[config.mk]
export PLATFORM = sky130hd
export DESIGN_NAME = i2c_ctlstat_regs
export DESIGN_NICKNAME = d
export VERILOG_FILES = /design/src/rtl/i2c_ctlstat_pkg.sv /design/src/rtl/i2c_code_queue.sv /design/src/rtl/i2c_status_reg.sv /design/src/rtl/i2c_ctlstat_regs.sv
export SDC_FILE = /design/constraint.sdc
export NUM_CORES = 1
export LEC_CHECK = 0
export BUFFER_PORTS_ARGS = -buffer_cell sky130_fd_sc_hd__clkbuf_2
export CORE_ASPECT_RATIO = 0.7
export CORE_MARGIN = 2
export CORE_UTILIZATION = 30
export DETAILED_ROUTE_END_ITERATION = 8
export HOLD_SLACK_MARGIN = 0.06
export SYNTH_ARGS = -nofsm -noshare
export SYNTH_HDL_FRONTEND = slang
export SYNTH_SLANG_ARGS = --single-unit
[constraint.sdc]
create_clock -name clk -period 5.6 [get_ports clk]
set_clock_uncertainty 0.05 [all_clocks]
set_input_delay 0.56 -clock clk [delete_from_list [all_inputs] [get_ports clk]]
set_output_delay 0.56 -clock clk [all_outputs]
set_load 0.005 [all_outputs]
[src/rtl/i2c_ctlstat_pkg.sv]
package i2c_ctlstat_pkg;
   localparam int CTL_W  = 8;
   localparam int B_IE   = 7;
   localparam int B_EN   = 6;
   localparam int B_STA  = 5;
   localparam int B_STO  = 4;
   localparam int B_SI   = 3;
   localparam int B_AA   = 2;
   typedef logic [CTL_W-1:0] ctl_t;
endpackage

[src/rtl/i2c_code_queue.sv]
module i2c_code_queue #(
   parameter int W     = 8,
   parameter int DEPTH = 2
) (
   input  logic         clk,
   input  logic         rst_n,
   input  logic         flush,
   input  logic         push,
   input  logic [W-1:0] din,
   input  logic         pop,
   output logic         vld,
   output logic [W-1:0] dout
);
   if (DEPTH < 1) begin : g_bad_depth
      $error("i2c_code_queue: DEPTH must be at least 1");
   end

   if (DEPTH == 1) begin : g_single
      logic         full_q;
      logic [W-1:0] slot_q;
      always_ff @(posedge clk or negedge rst_n) begin
         if (!rst_n) begin
            full_q <= 1'b0;
            slot_q <= '0;
         end else if (flush) begin
            full_q <= 1'b0;
         end else begin
            if (push && (!full_q || pop)) begin
               full_q <= 1'b1;
               slot_q <= din;
            end else if (pop) begin
               full_q <= 1'b0;
            end
         end
      end
      assign vld  = full_q;
      assign dout = slot_q;
   end else begin : g_ring
      localparam int PTR_W = $clog2(DEPTH);
      localparam int CNT_W = $clog2(DEPTH + 1);
      localparam logic [PTR_W-1:0] LAST = PTR_W'(DEPTH - 1);
      localparam logic [CNT_W-1:0] CAP  = CNT_W'(DEPTH);

      logic [W-1:0]     mem_q [DEPTH];
      logic [PTR_W-1:0] rd_q, wr_q;
      logic [CNT_W-1:0] cnt_q;
      logic             do_pop, do_push;

      assign do_pop  = pop && (cnt_q != '0);
      assign do_push = push && ((cnt_q != CAP) || do_pop);

      always_ff @(posedge clk or negedge rst_n) begin
         if (!rst_n) begin
            rd_q  <= '0;
            wr_q  <= '0;
            cnt_q <= '0;
         end else if (flush) begin
            rd_q  <= '0;
            wr_q  <= '0;
            cnt_q <= '0;
         end else begin
            if (do_pop)  rd_q <= (rd_q == LAST) ? '0 : rd_q + 1'b1;
            if (do_push) wr_q <= (wr_q == LAST) ? '0 : wr_q + 1'b1;
            if (do_push && !do_pop)      cnt_q <= cnt_q + 1'b1;
            else if (do_pop && !do_push) cnt_q <= cnt_q - 1'b1;
         end
      end

      always_ff @(posedge clk) begin
         if (do_push) mem_q[wr_q] <= din;
      end

      assign vld  = (cnt_q != '0);
      assign dout = mem_q[rd_q];

      a_r6_no_overflow: assert property (@(posedge clk) disable iff (!rst_n)
         cnt_q <= CAP);
      a_r6_full_drop: assert property (@(posedge clk) disable iff (!rst_n)
         (cnt_q == CAP && push && !pop && !flush) |=> cnt_q == CAP);
   end
endmodule

[src/rtl/i2c_status_reg.sv]
module i2c_status_reg #(
   parameter int          W         = 8,
   parameter logic [W-1:0] IDLE_CODE = 8'hF8
) (
   input  logic         clk,
   input  logic         rst_n,
   input  logic         en_q,
   input  logic         si_q,
   input  logic [W-1:0] code_hold,
   output logic [W-1:0] stat_q
);
   logic si_prev_q;

   always_ff @(posedge clk or negedge rst_n) begin
      if (!rst_n) begin
         si_prev_q <= 1'b0;
         stat_q    <= IDLE_CODE;
      end else begin
         si_prev_q <= si_q;
         if (!en_q)                   stat_q <= IDLE_CODE;
         else if (si_q && !si_prev_q) stat_q <= code_hold;
         else if (!si_q && si_prev_q) stat_q <= IDLE_CODE;
      end
   end

   a_r5_hold_stable: assert property (@(posedge clk) disable iff (!rst_n)
      (si_q && $past(si_q) && $past(si_q, 2) && en_q && $past(en_q)) |-> $stable(stat_q));
   a_r9_idle_when_off: assert property (@(posedge clk) disable iff (!rst_n)
      !en_q |=> stat_q == IDLE_CODE);
endmodule

[src/rtl/i2c_ctlstat_regs.sv]
module i2c_ctlstat_regs
   import i2c_ctlstat_pkg::*;
#(
   parameter int         PEND_DEPTH = 2,
   parameter logic [7:0] IDLE_CODE  = 8'hF8,
   parameter logic [7:0] BERR_CODE  = 8'h00
) (
   input  logic       clk,
   input  logic       rst_n,
   input  logic       cpu_wr,
   input  logic [7:0] cpu_wdata,
   output logic [7:0] ctl_rd,
   output logic [7:0] stat_rd,
   output logic       irq,
   input  logic       eng_code_vld,
   input  logic [7:0] eng_code,
   input  logic       eng_bus_err,
   input  logic       eng_stop_seen,
   output logic       nas_enter
);
   if (IDLE_CODE == BERR_CODE) begin : g_bad_codes
      $error("i2c_ctlstat_regs: idle and bus-error codes must differ");
   end

   ctl_t       ctl_q, ctl_nx;
   logic [7:0] hold_q;
   logic       nas_q, recov_d;
   logic       en_q, si_q, en_nx;
   logic       in_vld, src_vld, take;
   logic [7:0] in_code, src_code;
   logic       q_vld, q_push, q_pop;
   logic [7:0] q_dout;

   assign en_q = ctl_q[B_EN];
   assign si_q = ctl_q[B_SI];

   assign in_vld   = en_q && (eng_code_vld || eng_bus_err);
   assign in_code  = eng_bus_err ? BERR_CODE : eng_code;
   assign src_vld  = q_vld || in_vld;
   assign src_code = q_vld ? q_dout : in_code;
   assign take     = src_vld && en_q && !si_q;
   assign q_pop    = take && q_vld;
   assign q_push   = in_vld && !(take && !q_vld);

   i2c_code_queue #(.W(8), .DEPTH(PEND_DEPTH)) u_queue (
      .clk   (clk),
      .rst_n (rst_n),
      .flush (!en_q),
      .push  (q_push),
      .din   (in_code),
      .pop   (q_pop),
      .vld   (q_vld),
      .dout  (q_dout)
   );

   assign en_nx   = cpu_wr ? cpu_wdata[B_EN] : en_q;
   assign recov_d = cpu_wr && cpu_wdata[B_STO] && !cpu_wdata[B_SI]
                    && si_q && en_q && (hold_q == BERR_CODE);

   always_comb begin
      ctl_nx = ctl_q;
      if (cpu_wr) begin
         ctl_nx       = cpu_wdata;
         ctl_nx[B_SI] = si_q && cpu_wdata[B_SI];
      end
      if (take) ctl_nx[B_SI] = 1'b1;
      if (eng_stop_seen || nas_q || !en_nx) ctl_nx[B_STO] = 1'b0;
      if (!en_nx) ctl_nx[B_SI] = 1'b0;
   end

   always_ff @(posedge clk or negedge rst_n) begin
      if (!rst_n) begin
         ctl_q  <= '0;
         hold_q <= IDLE_CODE;
         nas_q  <= 1'b0;
      end else begin
         ctl_q <= ctl_nx;
         nas_q <= recov_d;
         if (take) hold_q <= src_code;
      end
   end

   i2c_status_reg #(.W(8), .IDLE_CODE(IDLE_CODE)) u_status (
      .clk       (clk),
      .rst_n     (rst_n),
      .en_q      (en_q),
      .si_q      (si_q),
      .code_hold (hold_q),
      .stat_q    (stat_rd)
   );

   assign ctl_rd    = ctl_q;
   assign irq       = ctl_q[B_IE] && ctl_q[B_SI];
   assign nas_enter = nas_q;

   a_r2_si_sw_clear: assert property (@(posedge clk) disable iff (!rst_n)
      $fell(si_q) |-> $past(cpu_wr));
   a_r3_si_from_source: assert property (@(posedge clk) disable iff (!rst_n)
      $rose(si_q) |-> $past(src_vld));
   a_r8_stop_seen_clears: assert property (@(posedge clk) disable iff (!rst_n)
      eng_stop_seen |=> !ctl_q[B_STO]);
   a_r10_single_pulse: assert property (@(posedge clk) disable iff (!rst_n)
      nas_q |=> (!nas_q && !ctl_q[B_STO]));
endmodule

==> results of run 1 <==
sequential cells by signal, summed over array words and instances (netlist names):
signal and count:
hold_q 8, u_queue.g_ring.cnt_q 2, u_status.si_prev_q 1, u_queue.g_ring.wr_q 1, u_queue.g_ring.mem_q 16, u_status.stat_q 8
u_queue.g_ring.rd_q 1, nas_enter 1, ctl_rd 8
metal layers:
layer / wire length (µm) / GRT usage [%] / up-vias
li1: - / - / 659
met1: 2424 / 20.27 / 675
met2: 1832 / 16.45 / 26
met3: 160 / 3.544 / 2
met4: 8 / 2.667 / 0
met5: 0 / 0 / -
layout by cell type (no fill, tap or decap), types with 5 or more instances in the layout:
master,instances
a221o_1,8
nor3_1,10
clkbuf_8,5
mux2_2,5
dfrtp_1,20
o22ai_1,5
nor2_1,5
clkbuf_2,39
dfstp_2,10
nand2_1,8
mux2i_1,10
nor2b_1,5
and2b_2,8
edfxtp_1,16
cells by family (layout without fill, tap and decap cells):
group,count (synthesis),after routing
buffers and inverters,13,49
and+or+nand+nor,54,54
DFF,46,46
AOI/OAI and AO/OA,27,27
xor gates and xnor gates,3,3
muxes,15,15
worst max path at each step:
stage,to,from,cells after the start,slack (ns)
after floorplan,u_queue.g_ring.mem_q[0][0],u_queue.g_ring.cnt_q[1],3,3.46
after global routing,u_queue.g_ring.mem_q[1][4],ctl_rd[3],3,3.00
after CTS,u_queue.g_ring.mem_q[1][4],ctl_rd[3],3,3.18
after global placement,u_queue.g_ring.mem_q[1][2],ctl_rd[3],3,3.32
final,u_queue.g_ring.mem_q[1][2],ctl_rd[3],3,3.18
after detailed placement,u_queue.g_ring.mem_q[1][2],ctl_rd[3],3,3.19
layout make-up:
cell class	instances	area [µm²]
flip-flops and latches	46	1244
multi-input cells	99	720.7
well taps	94	117.6
clock inverters	1	6.256
inverters	1	3.754
clock buffers	7	97.59
fillers	679	4270
repair buffers	40	202.7
stage by stage:
stage / total power [mW] / util [%] / area, µm² / worst slack (ns) / instances
after floorplan: 0.4718 / - / 2032 / 3.464 / 158
after global placement: 0.5076 / 34.35 / 2288 / 3.323 / 280
after detailed placement: 0.5103 / 34.35 / 2288 / 3.189 / 280
after CTS: 0.7413 / 35.91 / 2392 / 3.175 / 288
after global routing: 0.7685 / 35.91 / 2392 / 3.003 / 288
final: 0.7339 / 35.91 / 2392 / 3.177 / 288
report_power, final:
| part | switching, mW | internal (mW) |
|---|---|---|
| clock network | 0.115 | 0.116 |
| logic | 0.0474 | 0.0451 |
| registers | 0.0281 | 0.383 |
==> impl_metrics.ini, run 1 <==
[finish]
final_nets = 215
syn_to_final_growth_pct = 17.73
n_antenna_cell = 0
drive_above_1_share_pct = 36.60

[synth]
synth_top_area_share_pct = 24.63
synthMuxAreaShare_pct = 7.697
synthAdderAreaFrac_pct = 0
synth_area_per_cell_um2 = 12.86
synthArstFlopShare_pct = 65.22
synthesis.nets = 180
synth-seq-cells = 46
ys_warn_count = 0
netlist_instances = 158
synth_top_family_by_area = simple AND/OR/NAND/NOR gates
synth_area_leaders = dfrtp_1 25%, edfxtp_1 24%, dfstp_2 13%
synth_area_um2 = 2032
synth_simple_gate_area_share_pct = 16.50
synth_top_flop_cell = dfrtp_1
ys_seq_area_share_pct = 61.21
synthDistinctLibCells = 39
synth-compound-area-share_pct = 9.975
synth_commonest_cells = 20 x dfrtp_1, 16 x edfxtp_1, 10 x dfstp_2, 10 x mux2i_1, 10 x nor3_1
synth_area_leader_cell = dfrtp_1
synth.most_common_cell = dfrtp_1
synth_edf_count = 16
synth-xor-area-share_pct = 1.293

[sta]
slew_headroom_pct = 17.91
hold_viol_final = 0
holdWs_ns = 0.2701
setup_tns_ns = 0
period_share_pct = 43.28
drv_slew = 0
finalSetupViolations = 0
tightest_slew_ns = 1.222
layout_min_cycle_time_ns = 2.423
rsz0062_at_grt = no
timing.fmax_ghz = 0.4126

[grt]
grt_pass1_vias = 1294
antenna_found_initial = 0
track_usage_pct = 12.57
overflow = 0
grt_pass1_wl_um = 6941
grt_max_degree = 31

[cts]
cts.sinks = 46
root_buffer = clkbuf_8
clk_pin_slew_worst_paths_ns = 0.09
cts_tree = done
clock_path_buffers = 2
cts_hold_buf = 0
clk_latency_ns = 0.30
cts-htree-levels = 2
cts_buffers = 5
cts_resized = 0
post_cts_buffers = 0

[setup_path]
critical-path-top-delay-family = simple AND/OR/NAND/NOR gates
cp-end-kind = flop
cp.buffers_inverters = 0
crit_slowest_cell = nor3_1
cp_data_required_time_ns = 5.46
crit_arrival_ns = 2.28
path_cells = xor2_1 -> nor2_1 -> nor3_1
reg2reg_depth = 3
start_kind = flop
path_class = flop to flop
slowest_delay_ns = 0.99
worstPathMaxFanout = 15
r2r_setup_slack_ns = 3.18
r2r-start = ctl_rd[3]
reg2reg_to = u_queue.g_ring.mem_q[1][2]

[detailed_routing]
first_iter_violations = 105
drc = 0
wl_per_cell_um = 15.37
drt_wl_total_um = 4426
avgViaCountPerCell = 4.729
drt_pass1_iterations = 5
antenna_left = 0
vias = 1362

[floorplan]
die-area_um2 = 7458
die_w_um = 102.4
io_pins = 40
fp-row-count = 25
core_area_um2 = 6663
die_height_um = 72.86
initial_core_util_pct = 30.50

[pwr]
ir_worst_vdd_uv = 124.0
p_leak_nw = 0.9623
cellPowerDensity_nw_per_um2 = 306.8

[placement]
io_buffers = 39
place_hpwl_um = 3233
globalplace.congestion = 0.8142

[worst_hold_path]
hp-class = input port to asynchronous set/reset pin

[job]
maxCapViolCount = 0

[status]
status = completed
(Power assumes the default switching activity.)
==> inputs of run 2 (changes only) <==
- ABC_AREA: default -> 1
- clock period: 5.6 -> 2.5 ns (I/O delays scaled with it)
==> impl_metrics.ini, run 2 <==
[status]
status = completed

[detailed_routing]
wl_per_cell_um = 12.20
vias = 1538
antenna_left = 0
avgViaCountPerCell = 4.432
drc = 0
drt_pass1_iterations = 4
drt_wl_total_um = 4233
first_iter_violations = 51

[sta]
tightest_slew_ns = 0.7421
rsz0062_at_grt = no
period_share_pct = 77.16
setup_tns_ns = 0
layout_min_cycle_time_ns = 1.929
finalSetupViolations = 0
timing.fmax_ghz = 0.5184
drv_slew = 0
holdWs_ns = 0.1046
slew_headroom_pct = 50.53
finalWorstSetupSlack_ns = 0.5711
hold_viol_final = 0

[grt]
track_usage_pct = 12.46
grt_max_degree = 31
grt_pass1_vias = 1548
grt_pass1_wl_um = 7293
antenna_found_initial = 0
overflow = 0

[cts]
clock_path_buffers = 2
cts_resized = 0
clk_pin_slew_worst_paths_ns = 0.08
cts.sinks = 46
cts_tree = done
cts_buffers = 5
cts-htree-levels = 2
root_buffer = clkbuf_8
clk_latency_ns = 0.29

[worst_hold_path]
hp-class = input port to flop
hp-start = cpu_wdata[2]
hold_depth = 3

[synth]
synthArstFlopShare_pct = 65.22
synth_top_flop_cell = dfrtp_1
synth_area_per_cell_um2 = 9.771
synth_area_leader_cell = dfrtp_1
synth_commonest_cells = 56 x nand2_1, 26 x inv_1, 20 x dfrtp_1, 16 x edfxtp_1, 16 x nand3_1
synth_top_area_share_pct = 24.39
ys_seq_area_share_pct = 60.61
synthesis.nets = 232
synthDistinctLibCells = 26
netlist_instances = 210
synth_area_um2 = 2052
synth_edf_count = 16
synth_area_leaders = dfrtp_1 24%, edfxtp_1 23%, dfstp_2 13%
ys_warn_count = 0
synth-seq-cells = 46
synth.most_common_cell = nand2_1

[finish]
final_cell_mix = 56 x nand2_1, 39 x clkbuf_2, 26 x inv_1
final_nets = 274
postLayoutCoreUtil_pct = 36.37
syn_to_final_growth_pct = 18.66
n_antenna_cell = 0
fin_cells = 347
regMostFlops = u_queue.g_ring.mem_q
largest_reg_flops = 16
filler_cell_count = 695
final_common_cell = nand2_1
fin_area_um2 = 2435
drive_above_1_share_pct = 28.46

[placement]
dp.cells = 337
io_buffers = 39
dpl_cell_area_um2 = 2323
place_hpwl_um = 3263
globalplace.congestion = 0.7808
place_ws_ns = 0.5843

[setup_path]
crit_arrival_ns = 1.80
cp.depth = 6
cp_data_required_time_ns = 2.38
critical-path-top-delay-family = simple AND/OR/NAND/NOR gates
worstPathMaxFanout = 8
path_class = flop to flop
reg2reg_depth = 6
r2r_setup_slack_ns = 0.57
cp.buffers_inverters = 1
cp-startpoint = ctl_rd[6]
r2r-start = ctl_rd[6]
endpoint = u_queue.g_ring.mem_q[1][5]
path_cells = inv_2 -> nor2_4 -> nand2_2 -> nand2_1 -> nand2_1 -> nor2_1
crit_slowest_cell = nor2_1
crit_top_cell = nand2_1
cp-end-kind = flop
reg2reg_to = u_queue.g_ring.mem_q[1][5]
slowest_delay_ns = 0.50
start_kind = flop

[floorplan]
die-area_um2 = 7528
fp-row-count = 25
die_height_um = 73.20
core_area_um2 = 6694
initial_core_util_pct = 30.65
io_pins = 40
die_w_um = 102.9

[pwr]
finalPower_mw = 1.872
p_leak_nw = 1.152
cellPowerDensity_nw_per_um2 = 768.9
ir_worst_vdd_uv = 278.0

[job]
maxCapViolCount = 0
## run 2: cell count changes in the layout (fill, tap and decap cells not counted), moves of 8 or more
cell,previous run,this run
nor3_1,10,1
inv_1,1,26
mux2i_1,10,0
and2b_2,8,0
nand3_1,0,16
a221o_1,8,0
nand2_1,8,56
## run 2: final cells by class
class,instances,area [µm²],area share [%]
Multi-Input combinational cell,127,650.6,26.72
Tap cell,94,117.6,4.830
Timing Repair Buffer,41,215.2,8.839
Clock buffer,7,86.33,3.546
Sequential cell,46,1244,51.08
Inverter,31,116.4,4.779
Clock inverter,1,5.005,0.2055
## run 2: how the worst min path moves through the flow
stage	slack, ns	end
after floorplan	-0.1	ctl_rd[0]
after global placement	0.30	u_status.stat_q[1]
after detailed placement	0.32	u_status.stat_q[1]
after CTS	0.09	ctl_rd[2]
after global routing	0.10	ctl_rd[0]
final	0.10	ctl_rd[2]
## run 2: cell families after synthesis
family | share of synthesized area (%)
buf+inv | 7.682
simple gates | 20.55
compound gates | 11.16
flops | 60.61
## run 2: tightest hold or removal path, stage by stage
cell      delay [ns]
clkbuf_2        0.07
nand2_1         0.04
nand2_1         0.05
## run 2: repair_timing
| action | 4_1_cts | 5_1_grt |
|---|---|---|
| hold endpoints to repair | 21 | 0 |
| setup buffers | 0 | 0 |
| hold buffers | 2 | 0 |
## run 2: where the power goes
part | internal (mW) | total [mW] | switching (mW)
clock network | 0.223 | 0.464 | 0.241
logic | 0.140 | 0.415 | 0.274
registers | 0.931 | 0.993 | 0.0620
## run 2: per-layer routing
| layer | global-route usage, % | vias to the layer above | part of all wire (%) |
|---|---|---|---|
| li1 | - | 767 | - |
| met5 | 0 | - | 0 |
| met1 | 17.89 | 734 | 50 |
| met2 | 19.32 | 37 | 44 |
| met3 | 3.927 | 0 | 5.9 |
| met4 | 1.316 | 0 | 0 |
==> inputs of run 3 (changes only) <==
- clock period: 2.5 -> 1.9 ns (I/O delays scaled with it)
==> impl_metrics.ini, run 3 (synthesized netlist as in run 2, its figures left out) <==
[pwr]
clkPwrFrac_pct = 25.1
share_comb_of_total_power_pct = 22.7
seqPwrFrac_pct = 52.2
p_int_mw = 1.717
swShare_pct = 31.24
ir_worst_vdd_uv = 398.0
cellPowerDensity_nw_per_um2 = 997.6
p_leak_nw = 1.187
p_switching_mw = 0.7798

[detailed_routing]
first_iter_violations = 53
drc = 0
drt_wl_total_um = 4302
drt_pass1_iterations = 4
antenna_left = 0
wl_per_cell_um = 12.15
avgViaCountPerCell = 4.455
vias = 1577

[finish]
fin_cells = 354
final_cell_mix = 56 x nand2_1, 39 x clkbuf_2, 26 x inv_1
filler_cell_count = 694
final_nets = 281
largest_reg_flops = 16
drive_above_1_share_pct = 28.85
final_common_cell = nand2_1
n_antenna_cell = 0
postLayoutCoreUtil_pct = 37.38
fin_area_um2 = 2502
regMostFlops = u_queue.g_ring.mem_q
syn_to_final_growth_pct = 21.95

[setup_path]
crit_arrival_ns = 1.59
cp-end-kind = flop
worstPathMaxFanout = 8
start_kind = flop
r2r-start = ctl_rd[6]
cp-startpoint = ctl_rd[6]
path_class = flop to flop
cp_data_required_time_ns = 1.82

[sta]
slew_headroom_pct = 50.29
layout_min_cycle_time_ns = 1.672
holdWs_ns = 0.09154
timing.fmax_ghz = 0.5980
finalSetupViolations = 0
tightest_slew_ns = 0.7457
period_share_pct = 88.01
drv_slew = 0
setup_tns_ns = 0
rsz0062_at_grt = no
hold_viol_final = 0

[floorplan]
io_pins = 40
initial_core_util_pct = 30.65
die_height_um = 73.20
fp-row-count = 25
core_area_um2 = 6694
die_w_um = 102.9
die-area_um2 = 7528

[placement]
place_hpwl_um = 3297
globalplace.congestion = 0.8231
dp.cells = 339
io_buffers = 39
dpl_cell_area_um2 = 2338

[grt]
overflow = 0
use_met3_pct = 4.215
grt_pass1_wl_um = 7086
grt_pass1_vias = 1562
grt_max_degree = 31
grt.busiest_layer = met2
grtUsageMet2_pct = 20.04
track_usage_pct = 12.38
use_met1_pct = 16.28
antenna_found_initial = 0

[cts]
cts_hold_buf = 7
cts_resized = 0
cts.sinks = 46
root_buffer = clkbuf_8
post_cts_buffers = 0
cts_tree = done
clk_latency_ns = 0.30
cts_buffers = 5
cts-htree-levels = 2
clk_pin_slew_worst_paths_ns = 0.09
clock_path_buffers = 2

[status]
status = completed

[worst_hold_path]
hp-start = cpu_wdata[6]
hp-class = input port to flop

[job]
maxCapViolCount = 0
==> run 3: cell type report <==
cell class | count | area, µm² | area share, %
timing repair buffer | 48 | 280.3 | 11.20
clock inverter | 2 | 11.26 | 0.4500
multi-input combinational | 127 | 650.6 | 26.00
clock buffer | 6 | 82.58 | 3.300
sequential | 46 | 1244 | 49.70
inverter | 31 | 116.4 | 4.650
tap | 94 | 117.6 | 4.700
==> run 3: final timing paths <==
| path | endpoint | slack [ns] | cells after the start |
|---|---|---|---|
| max | u_queue.g_ring.mem_q[0][7] | 0.23 | 7 |
| min | ctl_rd[6] | 0.09 | 3 |
| max reg2reg | u_queue.g_ring.mem_q[0][7] | 0.23 | 7 |
| min reg2reg | ctl_rd[4] | 0.41 | 1 |
| max in group asynchronous | u_queue.g_ring.wr_q | 0.89 | 2 |
| min in group asynchronous | u_status.stat_q[1] | 0.43 | 2 |
==> run 3: critical path, cell delays in order, from the launching register on <==
cell     delay [ns]
dfrtp_1        0.47
inv_2          0.19
nor2_4         0.06
nand2_1        0.10
nand2_1        0.06
nand2_1        0.08
nand3_1        0.08
inv_1          0.25
==> run 3: power by group through the flow <==
stage | clock network, mW | logic (mW) | registers [mW]
2_1_floorplan | 0 | 0.411 | 1.30
3_3_place_gp | 0 | 0.547 | 1.32
3_5_place_dp | 0 | 0.563 | 1.32
4_1_cts | 0.638 | 0.576 | 1.30
5_1_grt | 0.686 | 0.645 | 1.32
6_report | 0.628 | 0.566 | 1.30
==> run 3: stage by stage <==
step	total power, mW	setup WS [ns]
2_1_floorplan	1.716	0.2636
6_report	2.496	0.2278
3_5_place_dp	1.885	0.2501
5_1_grt	2.652	0.08645
4_1_cts	2.518	0.2064
3_3_place_gp	1.866	0.3560
==> run 3: per-layer routing <==
layer / share of wire (%) / wire (µm)
met5: 0 / 0
met4: 0.44 / 19
met3: 5.5 / 237
met2: 46 / 1961
met1: 48 / 2083
